<file path="src/rtl/swallowPkg.sv">
package swallowPkg;
  parameter int SWAL_W    = 7;
  parameter int MAIN_W    = 11;
  parameter int MOD_SMALL = 64;
  parameter int MOD_LARGE = 128;
  parameter int MIN_MAIN  = 5;
  localparam int PRE_W    = $clog2(MOD_LARGE + 1);
  localparam int MIN_PERIOD = MOD_SMALL * MIN_MAIN;

  // one divide setting: modulus choice, swallow count, main count
  typedef struct packed {
    logic              selSmall;
    logic [SWAL_W-1:0] swal;
    logic [MAIN_W-1:0] main;
  } divCfg_t;

  // strobes from control to the prescaler datapath
  typedef struct packed {
    logic useLarge;
    logic addOne;
  } preStrb_t;
endpackage

</file>
<file path="src/rtl/prescalerPath.sv">
module prescalerPath
  import swallowPkg::*;
(
  input  logic     clk,
  input  logic     rst,
  input  preStrb_t strb,
  output logic     preWrap
);
  logic [PRE_W-1:0] preCnt;
  logic [PRE_W-1:0] baseLast;
  logic [PRE_W-1:0] lastCnt;

  assign baseLast = strb.useLarge ? PRE_W'(MOD_LARGE - 1) : PRE_W'(MOD_SMALL - 1);
  assign lastCnt  = baseLast + PRE_W'(strb.addOne);
  assign preWrap  = (preCnt == lastCnt);

  always_ff @(posedge clk) begin
    if (rst)          preCnt <= '0;
    else if (preWrap) preCnt <= '0;
    else              preCnt <= preCnt + PRE_W'(1);
  end
endmodule

</file>
<file path="src/rtl/swallowCtrl.sv">
module swallowCtrl
  import swallowPkg::*;
(
  input  logic     clk,
  input  logic     rst,
  input  logic     loadStb,
  input  divCfg_t  newCfg,
  input  logic     preWrap,
  output preStrb_t strb,
  output logic     periodEnd,
  output logic     cfgErr,
  output divCfg_t  actCfg
);
  localparam divCfg_t RST_CFG = '{selSmall: 1'b1, swal: '0, main: MAIN_W'(MIN_MAIN)};

  divCfg_t           pendCfg;
  logic              pendValid;
  logic [MAIN_W-1:0] cycIdx;
  logic [MAIN_W-1:0] lastIdx;
  logic              newLegal;

  assign newLegal = (newCfg.main >= MAIN_W'(MIN_MAIN)) &&
                    (MAIN_W'(newCfg.swal) < newCfg.main);
  assign lastIdx  = actCfg.main - MAIN_W'(1);

  // early prescaler cycles of each period take the longer modulus
  assign strb.addOne   = (cycIdx < MAIN_W'(actCfg.swal));
  assign strb.useLarge = ~actCfg.selSmall;
  assign periodEnd     = preWrap && (cycIdx == lastIdx);

  always_ff @(posedge clk) begin
    if (rst) begin
      cycIdx <= '0;
    end else if (periodEnd) begin
      cycIdx <= '0;
    end else if (preWrap) begin
      cycIdx <= cycIdx + MAIN_W'(1);
    end
  end

  always_ff @(posedge clk) begin
    if (rst) begin
      actCfg    <= RST_CFG;
      pendCfg   <= RST_CFG;
      pendValid <= 1'b0;
      cfgErr    <= 1'b0;
    end else begin
      cfgErr <= loadStb && !newLegal;
      if (periodEnd && pendValid) begin
        actCfg    <= pendCfg;
        pendValid <= 1'b0;
      end
      if (loadStb && newLegal) begin
        pendCfg   <= newCfg;
        pendValid <= 1'b1;
      end
    end
  end
endmodule

</file>
<file path="src/rtl/swallowDivider.sv">
module swallowDivider
  import swallowPkg::*;
(
  input  logic              clk,
  input  logic              rst,
  input  logic              modSel,
  input  logic [SWAL_W-1:0] swallowIn,
  input  logic [MAIN_W-1:0] mainIn,
  input  logic              loadStb,
  output logic              fpOut,
  output logic              cfgErr
);
  divCfg_t  newCfg;
  divCfg_t  actCfg;
  preStrb_t strb;
  logic     preWrap;
  logic     periodEnd;

  assign newCfg = '{selSmall: modSel, swal: swallowIn, main: mainIn};

  swallowCtrl u_ctrl (
    .clk       (clk),
    .rst       (rst),
    .loadStb   (loadStb),
    .newCfg    (newCfg),
    .preWrap   (preWrap),
    .strb      (strb),
    .periodEnd (periodEnd),
    .cfgErr    (cfgErr),
    .actCfg    (actCfg)
  );

  prescalerPath u_path (
    .clk     (clk),
    .rst     (rst),
    .strb    (strb),
    .preWrap (preWrap)
  );

  always_ff @(posedge clk) begin
    if (rst) fpOut <= 1'b0;
    else     fpOut <= periodEnd;
  end
endmodule

</file>
<file path="config.mk">
export PLATFORM = sky130hd
export DESIGN_NAME = swallowDivider
export DESIGN_NICKNAME = d
export VERILOG_FILES = /design/src/rtl/swallowPkg.sv /design/src/rtl/prescalerPath.sv /design/src/rtl/swallowCtrl.sv /design/src/rtl/swallowDivider.sv
export SDC_FILE = /design/constraint.sdc
export NUM_CORES = 1
export LEC_CHECK = 0
export ABC_AREA = 1
export BUFFER_PORTS_ARGS = -buffer_cell sky130_fd_sc_hd__buf_2
export CAP_MARGIN = 20
export CORE_UTILIZATION = 50
export CTS_CLUSTER_DIAMETER = 50
export DETAILED_ROUTE_END_ITERATION = 8
export GPL_ROUTABILITY_DRIVEN = 1
export PLACE_DENSITY = 0.68
export SETUP_SLACK_MARGIN = 0.2
export SYNTH_ARGS = -nofsm -noshare
export SYNTH_HDL_FRONTEND = slang
export SYNTH_SLANG_ARGS = --single-unit
export TNS_END_PERCENT = 10
</file>
<file path="constraint.sdc">
create_clock -name clk -period 4.9 [get_ports clk]
set_clock_uncertainty 0.1 [all_clocks]
set_input_delay 0.98 -clock clk [delete_from_list [all_inputs] [get_ports clk]]
set_output_delay 0.98 -clock clk [all_outputs]
set_load 0.005 [all_outputs]
</file>
==> qor.yml, run 1 <==
status: "completed"
met3_usage_pct: 4.55
ios: 24
die_w_um: 83.5
cp_num_cells: 16
drt_pass1_iterations: 5
fin_tns_setup_ns: 0
rsz0062_at_grt: "false"
p_switching_uw: 246
hp-class: "register to register"
p_leak_uw: 0.00186
antenna_cells: 0
synth_top_area_share_pct: 36.2
synth_area_leaders: "dfxtp_1 (36%), nand2_1 (15%), nor2_1 (10%)"
area_growth_pct: 10.9
die_h_um: 83.5
combPwrFrac_pct: 5.4
postRouteAntennaNets: 0
multi_input_area_mm2: 0.00180
path_buf_inv: 2
yosysSeqAreaShare_pct: 36.2
cts_root_buf: "clkbuf_8"
crit_top_cell: "nand2_1"
antenna_found_initial: 0
r2r_cells: 16
whs_ns: 0.364
detail_route.wl_per_cell_um: 11.8
synthCells: 503
power.density_mw_per_mm2: 290
grt-ovfl-total: 0
r2r_start: "u_ctrl.cycIdx[5]"
die_area_mm2: 0.00697
ys_types: 27
cts_tree: "built"
routabilityCongestion: 0.839
cts-buffers-inserted: 9
path_cells: "ha_1 > nand2_1 > inv_1 > nand2_1 > nand2_1 > nor2_1 > nand2_1 > inv_1 > ha_1 > xor2_1 > nor2_1 > nand2_1 > nor2_2 > nand4_4 > nor2_1 > nor2_1"
final.period_utilization_pct: 67.9
cpMaxStageDelayCell: "nand4_4"
tightestPinTransition_ns: 0.643
cts.sinks: 60
insertion_delay_ns: 0.35
wl_um: 7180
ys.warnings.count: 0
p_clk_share_pct: 46.6
start_util_pct: 52.0
netlist_area_mm2: 0.00332
grt_use_total_pct: 22.8
viasPerCell: 5.03
critPathKind: "register to register"
hp-start: "u_path.preCnt[0]"
dp_hpwl_um: 5330
grtUsageMet1_pct: 28.4
core_area_mm2: 0.00639
holdPathStages: 1
drt_iter0_markers: 100
crit_start: "u_ctrl.cycIdx[5]"
nets: 563
synth_edf_count: 0
p_sw_share_pct: 23.0
ctsHoldBuffers: 0
yosys.area.top_type: "dfxtp_1"
first_global_vias: 2914
ir_drop_mv: 0.210
period_needed_ns: 3.33
cp.required_ns: 5.04
slew_headroom_pct: 57.1
setup_ws_ns: 1.57
drive_gt1_share_pct: 10.6
yosysMostFrequentCell: "nand2_1"
global_route.usage.met2_pct: 37.9
drv_slew: 0
cp-start-kind: "register"
internal-power_uw: 822
grt_pass1_wl_um: 12700
synthTopCellsByCount: "nand2_1 (137), nor2_1 (91), inv_1 (62)"
clockBufferDepth: 2
clk_pin_slew_ns: 0.07
grt-busiest-layer: "met2"
synth_top_flop_cell: "dfxtp_1"
grt_start_max_net_pins: 36
pre_cts_slack_ns: 1.39
seq_area_mm2: 0.00120
post-route-drc-count: 0
syn_nets: 541
critPathMaxFanout: 35
cpPeakStageDelay_ns: 0.49
nFillCells: 634
io_buffers: 23
drv_cap: 0
finalSetupViolations: 0
cts.repair.resized: 0
cts_max_level: 3
vias: 3055
endpoint_kind: "register"
ys_ff_latch: 60
power_frac_seq_pct: 48.0
rows: 29
post_cts_buffers: 0
hold_viol_final: 0
synthArstFlopShare_pct: 0
syn_area_per_cell_um2: 6.60
crit_family: "simple AND/OR/NAND/NOR gates"
worst_ep_arrival_time_ns: 3.47
fmax_mhz: 300
## registers in the layout (all words and copies together), names as in the netlist
signal	flops
u_path.preCnt	8
u_ctrl.actCfg	19
u_ctrl.cfgErr	1
u_ctrl.cycIdx	11
u_ctrl.pendValid	1
u_ctrl.pendCfg	19
fpOut	1
## per-stage QoR
step                      utilization (%)  instance area (um^2)  total power (uW)  instances
after detailed placement             54.2                  3460               581        591
after global placement               54.2                  3460               579        591
after floorplan                         -                  3320               558        503
after global routing                 57.6                  3680              1110        607
final                                57.6                  3680              1070        607
after CTS                            57.6                  3680              1070        607
## power by group through the flow
stage | Sequential (uW) | Clock (uW) | Combinational, uW
after floorplan | 520 | 0 | 38.5
after global placement | 523 | 0 | 55.3
after detailed placement | 523 | 0 | 57.3
after CTS | 512 | 504 | 57.9
after global routing | 514 | 527 | 66.8
final | 513 | 498 | 57.6
## metal layers
layer  wire length, um  vias to the layer above
met5                 0                        -
met4               200                        0
met3               301                       20
met2              3310                       51
met1              3370                     1364
li1                  -                     1620
## worst register-to-register path, stage by stage, from the launching register on
cell and delay [ns]:
dfxtp_1 0.48, ha_1 0.29, nand2_1 0.06, inv_1 0.05, nand2_1 0.06, nand2_1 0.04, nor2_1 0.16, nand2_1 0.08
inv_1 0.06, ha_1 0.23, xor2_1 0.15, nor2_1 0.10, nand2_1 0.06, nor2_2 0.46, nand4_4 0.50, nor2_1 0.28
nor2_1 0.07
## final timing paths
kind / end / slack [ns]
worst max-delay path: u_ctrl.actCfg[14] / 1.57
worst min-delay path: u_path.preCnt[0] / 0.36
worst max register to register: u_ctrl.actCfg[14] / 1.57
worst min register to register: u_path.preCnt[0] / 0.36
## cell type report
cell class	instances	area share, %
Clock buffer	11	3.84
Clock inverter	5	2.04
Inverter	64	6.53
Multi-Input combinational cell	366	49.0
Sequential cell	60	32.7
Tap cell	77	2.62
Timing Repair Buffer	24	3.33
## layout by cell type (no fill, tap or decap)
cell	count
clkinv_1	1
xnor2_1	4
buf_2	23
ha_1	16
nand3b_1	2
inv_1	62
inv_2	1
xor2_1	11
nor3b_1	2
buf_4	1
nor2_4	3
o21a_1	1
bufinv_16	2
nor3_1	8
dfxtp_1	60
nor2_2	9
a21oi_1	20
clkbuf_8	10
nand4_4	1
nor2_1	91
nand4_1	7
nand2_2	3
o211ai_1	3
clkbuf_1	1
nand3_1	27
o21ai_1	1
nand2_1	137
o21ai_0	20
clkinv_2	3
## kinds of logic (layout without fill, tap and decap cells)
group                    after synthesis  in the layout  share of synthesized area (%)
AND/OR/NAND/NOR                      290            290                           37.2
buffers and inverters                 77            104                           9.50
flip-flops                            60             60                           36.2
AO/OA/AOI/OAI                         45             45                           7.09
adder cells (fa/ha/maj)               16             16                           6.03
XOR/XNOR                              15             15                           3.96
Note: power is estimated with default switching activity, not from simulation.
==> run 2: changes to the inputs <==
==> constraint.sdc (replaced) <==
create_clock -name clk -period 3.2 [get_ports clk]
set_clock_uncertainty 0.1 [all_clocks]
set_input_delay 0.64 -clock clk [delete_from_list [all_inputs] [get_ports clk]]
set_output_delay 0.64 -clock clk [all_outputs]
set_load 0.005 [all_outputs]
==> qor.yml, run 2 (synthesized netlist as in run 1, its figures left out) <==
status: "completed"
grt-ovfl-total: 0
r2r_start: "u_ctrl.actCfg[15]"
path_cells: "inv_1 > ha_1 > nand2_1 > inv_1 > nand2_1 > nor2_1 > nand2_1 > nand2_1 > inv_1 > ha_1 > xor2_1 > nor2_1 > nand2_1 > nor2_4 > clkinvlp_4 > buf_4 > nand2_2 > nor3b_1"
endpoint_kind: "register"
grt_start_max_net_pins: 41
slew_headroom_pct: 69.1
grt_use_total_pct: 22.9
whs_ns: 0.370
insertion_delay_ns: 0.33
fin_tns_setup_ns: 0
seq_area_mm2: 0.00120
antenna_cells: 0
drv_cap: 0
crit_family: "simple AND/OR/NAND/NOR gates"
holdPathStages: 1
vias: 3024
grt_pass1_wl_um: 12900
wl_um: 7310
stdcell_count: 622
worst_ep_arrival_time_ns: 2.91
nFillCells: 603
area_growth_pct: 14.3
ir_drop_mv: 0.250
post-route-drc-count: 0
die_w_um: 83.5
multi_input_area_mm2: 0.00183
r2r_cells: 18
drive_gt1_share_pct: 14.7
hold_viol_final: 0
drt_iter0_markers: 145
ctsHoldBuffers: 0
first_global_vias: 2899
hp-start: "u_path.preCnt[0]"
start_util_pct: 52.0
layout_commonest_cell: "nand2_1"
cpPeakStageDelay_ns: 0.31
core_area_mm2: 0.00639
clockBufferDepth: 2
detail_route.wl_per_cell_um: 11.7
viasPerCell: 4.86
hp-class: "register to register"
cp-start-kind: "register"
cts_max_level: 3
nets: 579
tightestPinTransition_ns: 0.461
finalSetupViolations: 0
dpl.cell_count: 599
cpMaxStageDelayCell: "dfxtp_1"
rows: 29
ios: 24
cts-buffers-inserted: 9
path_buf_inv: 5
clk_pin_slew_ns: 0.06
postRouteAntennaNets: 0
p_leak_uw: 0.00192
mostFrequentLayoutCells: "nand2_1 (136), nor2_1 (88), inv_1 (60), dfxtp_1 (57), nand3_1 (27)"
period_needed_ns: 2.79
cts.sinks: 60
rsz0062_at_grt: "true"
hold_end: "u_path.preCnt[0]"
dp_hpwl_um: 5490
fmax_mhz: 358
power.density_mw_per_mm2: 387
routabilityCongestion: 0.874
reg_top3: "u_ctrl.actCfg: 19 flops, u_ctrl.pendCfg: 19 flops, u_ctrl.cycIdx: 11 flops"
critPathMaxFanout: 8
r2r-end: "u_path.preCnt[4]"
io_buffers: 23
ff2ff_setup_slack_ns: 0.41
antenna_found_initial: 0
drt_pass1_iterations: 5
cts_root_buf: "clkbuf_8"
setup_ws_ns: 0.409
pre_cts_slack_ns: 0.214
critPathKind: "register to register"
crit_top_cell: "nand2_1"
cp.required_ns: 3.32
drv_slew: 0
die_h_um: 83.5
die_area_mm2: 0.00697
power.total_uw: 1470
cts_tree: "built"
final.period_utilization_pct: 87.2
-- run 2: layout make-up --
cell class | count | area share [%]
Clock inverter | 2 | 0.264
Sequential cell | 60 | 31.8
Tap cell | 77 | 2.54
Timing Repair inverter | 1 | 0.132
Inverter | 64 | 6.43
Multi-Input combinational cell | 366 | 48.4
Timing Repair Buffer | 39 | 6.30
Clock buffer | 13 | 4.19
-- run 2: worst max path at each step --
stage,from,to,cells after the start
2_1_floorplan,u_ctrl.cycIdx[6],u_ctrl.actCfg[2],17
3_3_place_gp,mainIn[6],u_ctrl.pendCfg[10],11
3_5_place_dp,u_ctrl.cycIdx[6],u_ctrl.cycIdx[5],16
4_1_cts,u_ctrl.cycIdx[6],u_ctrl.cycIdx[5],16
5_1_grt,u_ctrl.actCfg[15],u_path.preCnt[6],18
6_report,u_ctrl.actCfg[15],u_path.preCnt[4],18
-- run 2: through the flow --
step | area [um^2] | util [%]
floorplan | 3320 | -
global placement | 3520 | 55.2
detailed placement | 3520 | 55.2
CTS | 3690 | 57.8
global route | 3790 | 59.4
finish | 3790 | 59.4
-- run 2: worst reg2reg max path, delay by kind of cell, from the launching register on --
family | cells | cell delay [ns]
xor+xnor | 1 | 0.14
fa+ha+maj | 2 | 0.56
buf+inv | 5 | 0.56
flops | 1 | 0.31
simple gates | 10 | 1.00
-- run 2: power by group --
group	internal, uW	total (uW)	switching [uW]
registers	769	784	15.0
logic	34.8	88.6	53.8
clock network	317	595	278
-- run 2: metal layers --
layer | share of wire (%) | track usage (%) | up-vias
met5 | 0 | 0 | -
met4 | 2.3 | 9.86 | 0
met1 | 48 | 28.8 | 1338
met3 | 3.0 | 4.15 | 14
met2 | 47 | 38.5 | 32
li1 | - | - | 1640
-- run 2: timing repair --
item	4_1_cts	5_1_grt
endpoints found under the setup margin	0	38
buffers inserted	0	7
hold endpoints to repair	0	0
gates resized for setup	0	13
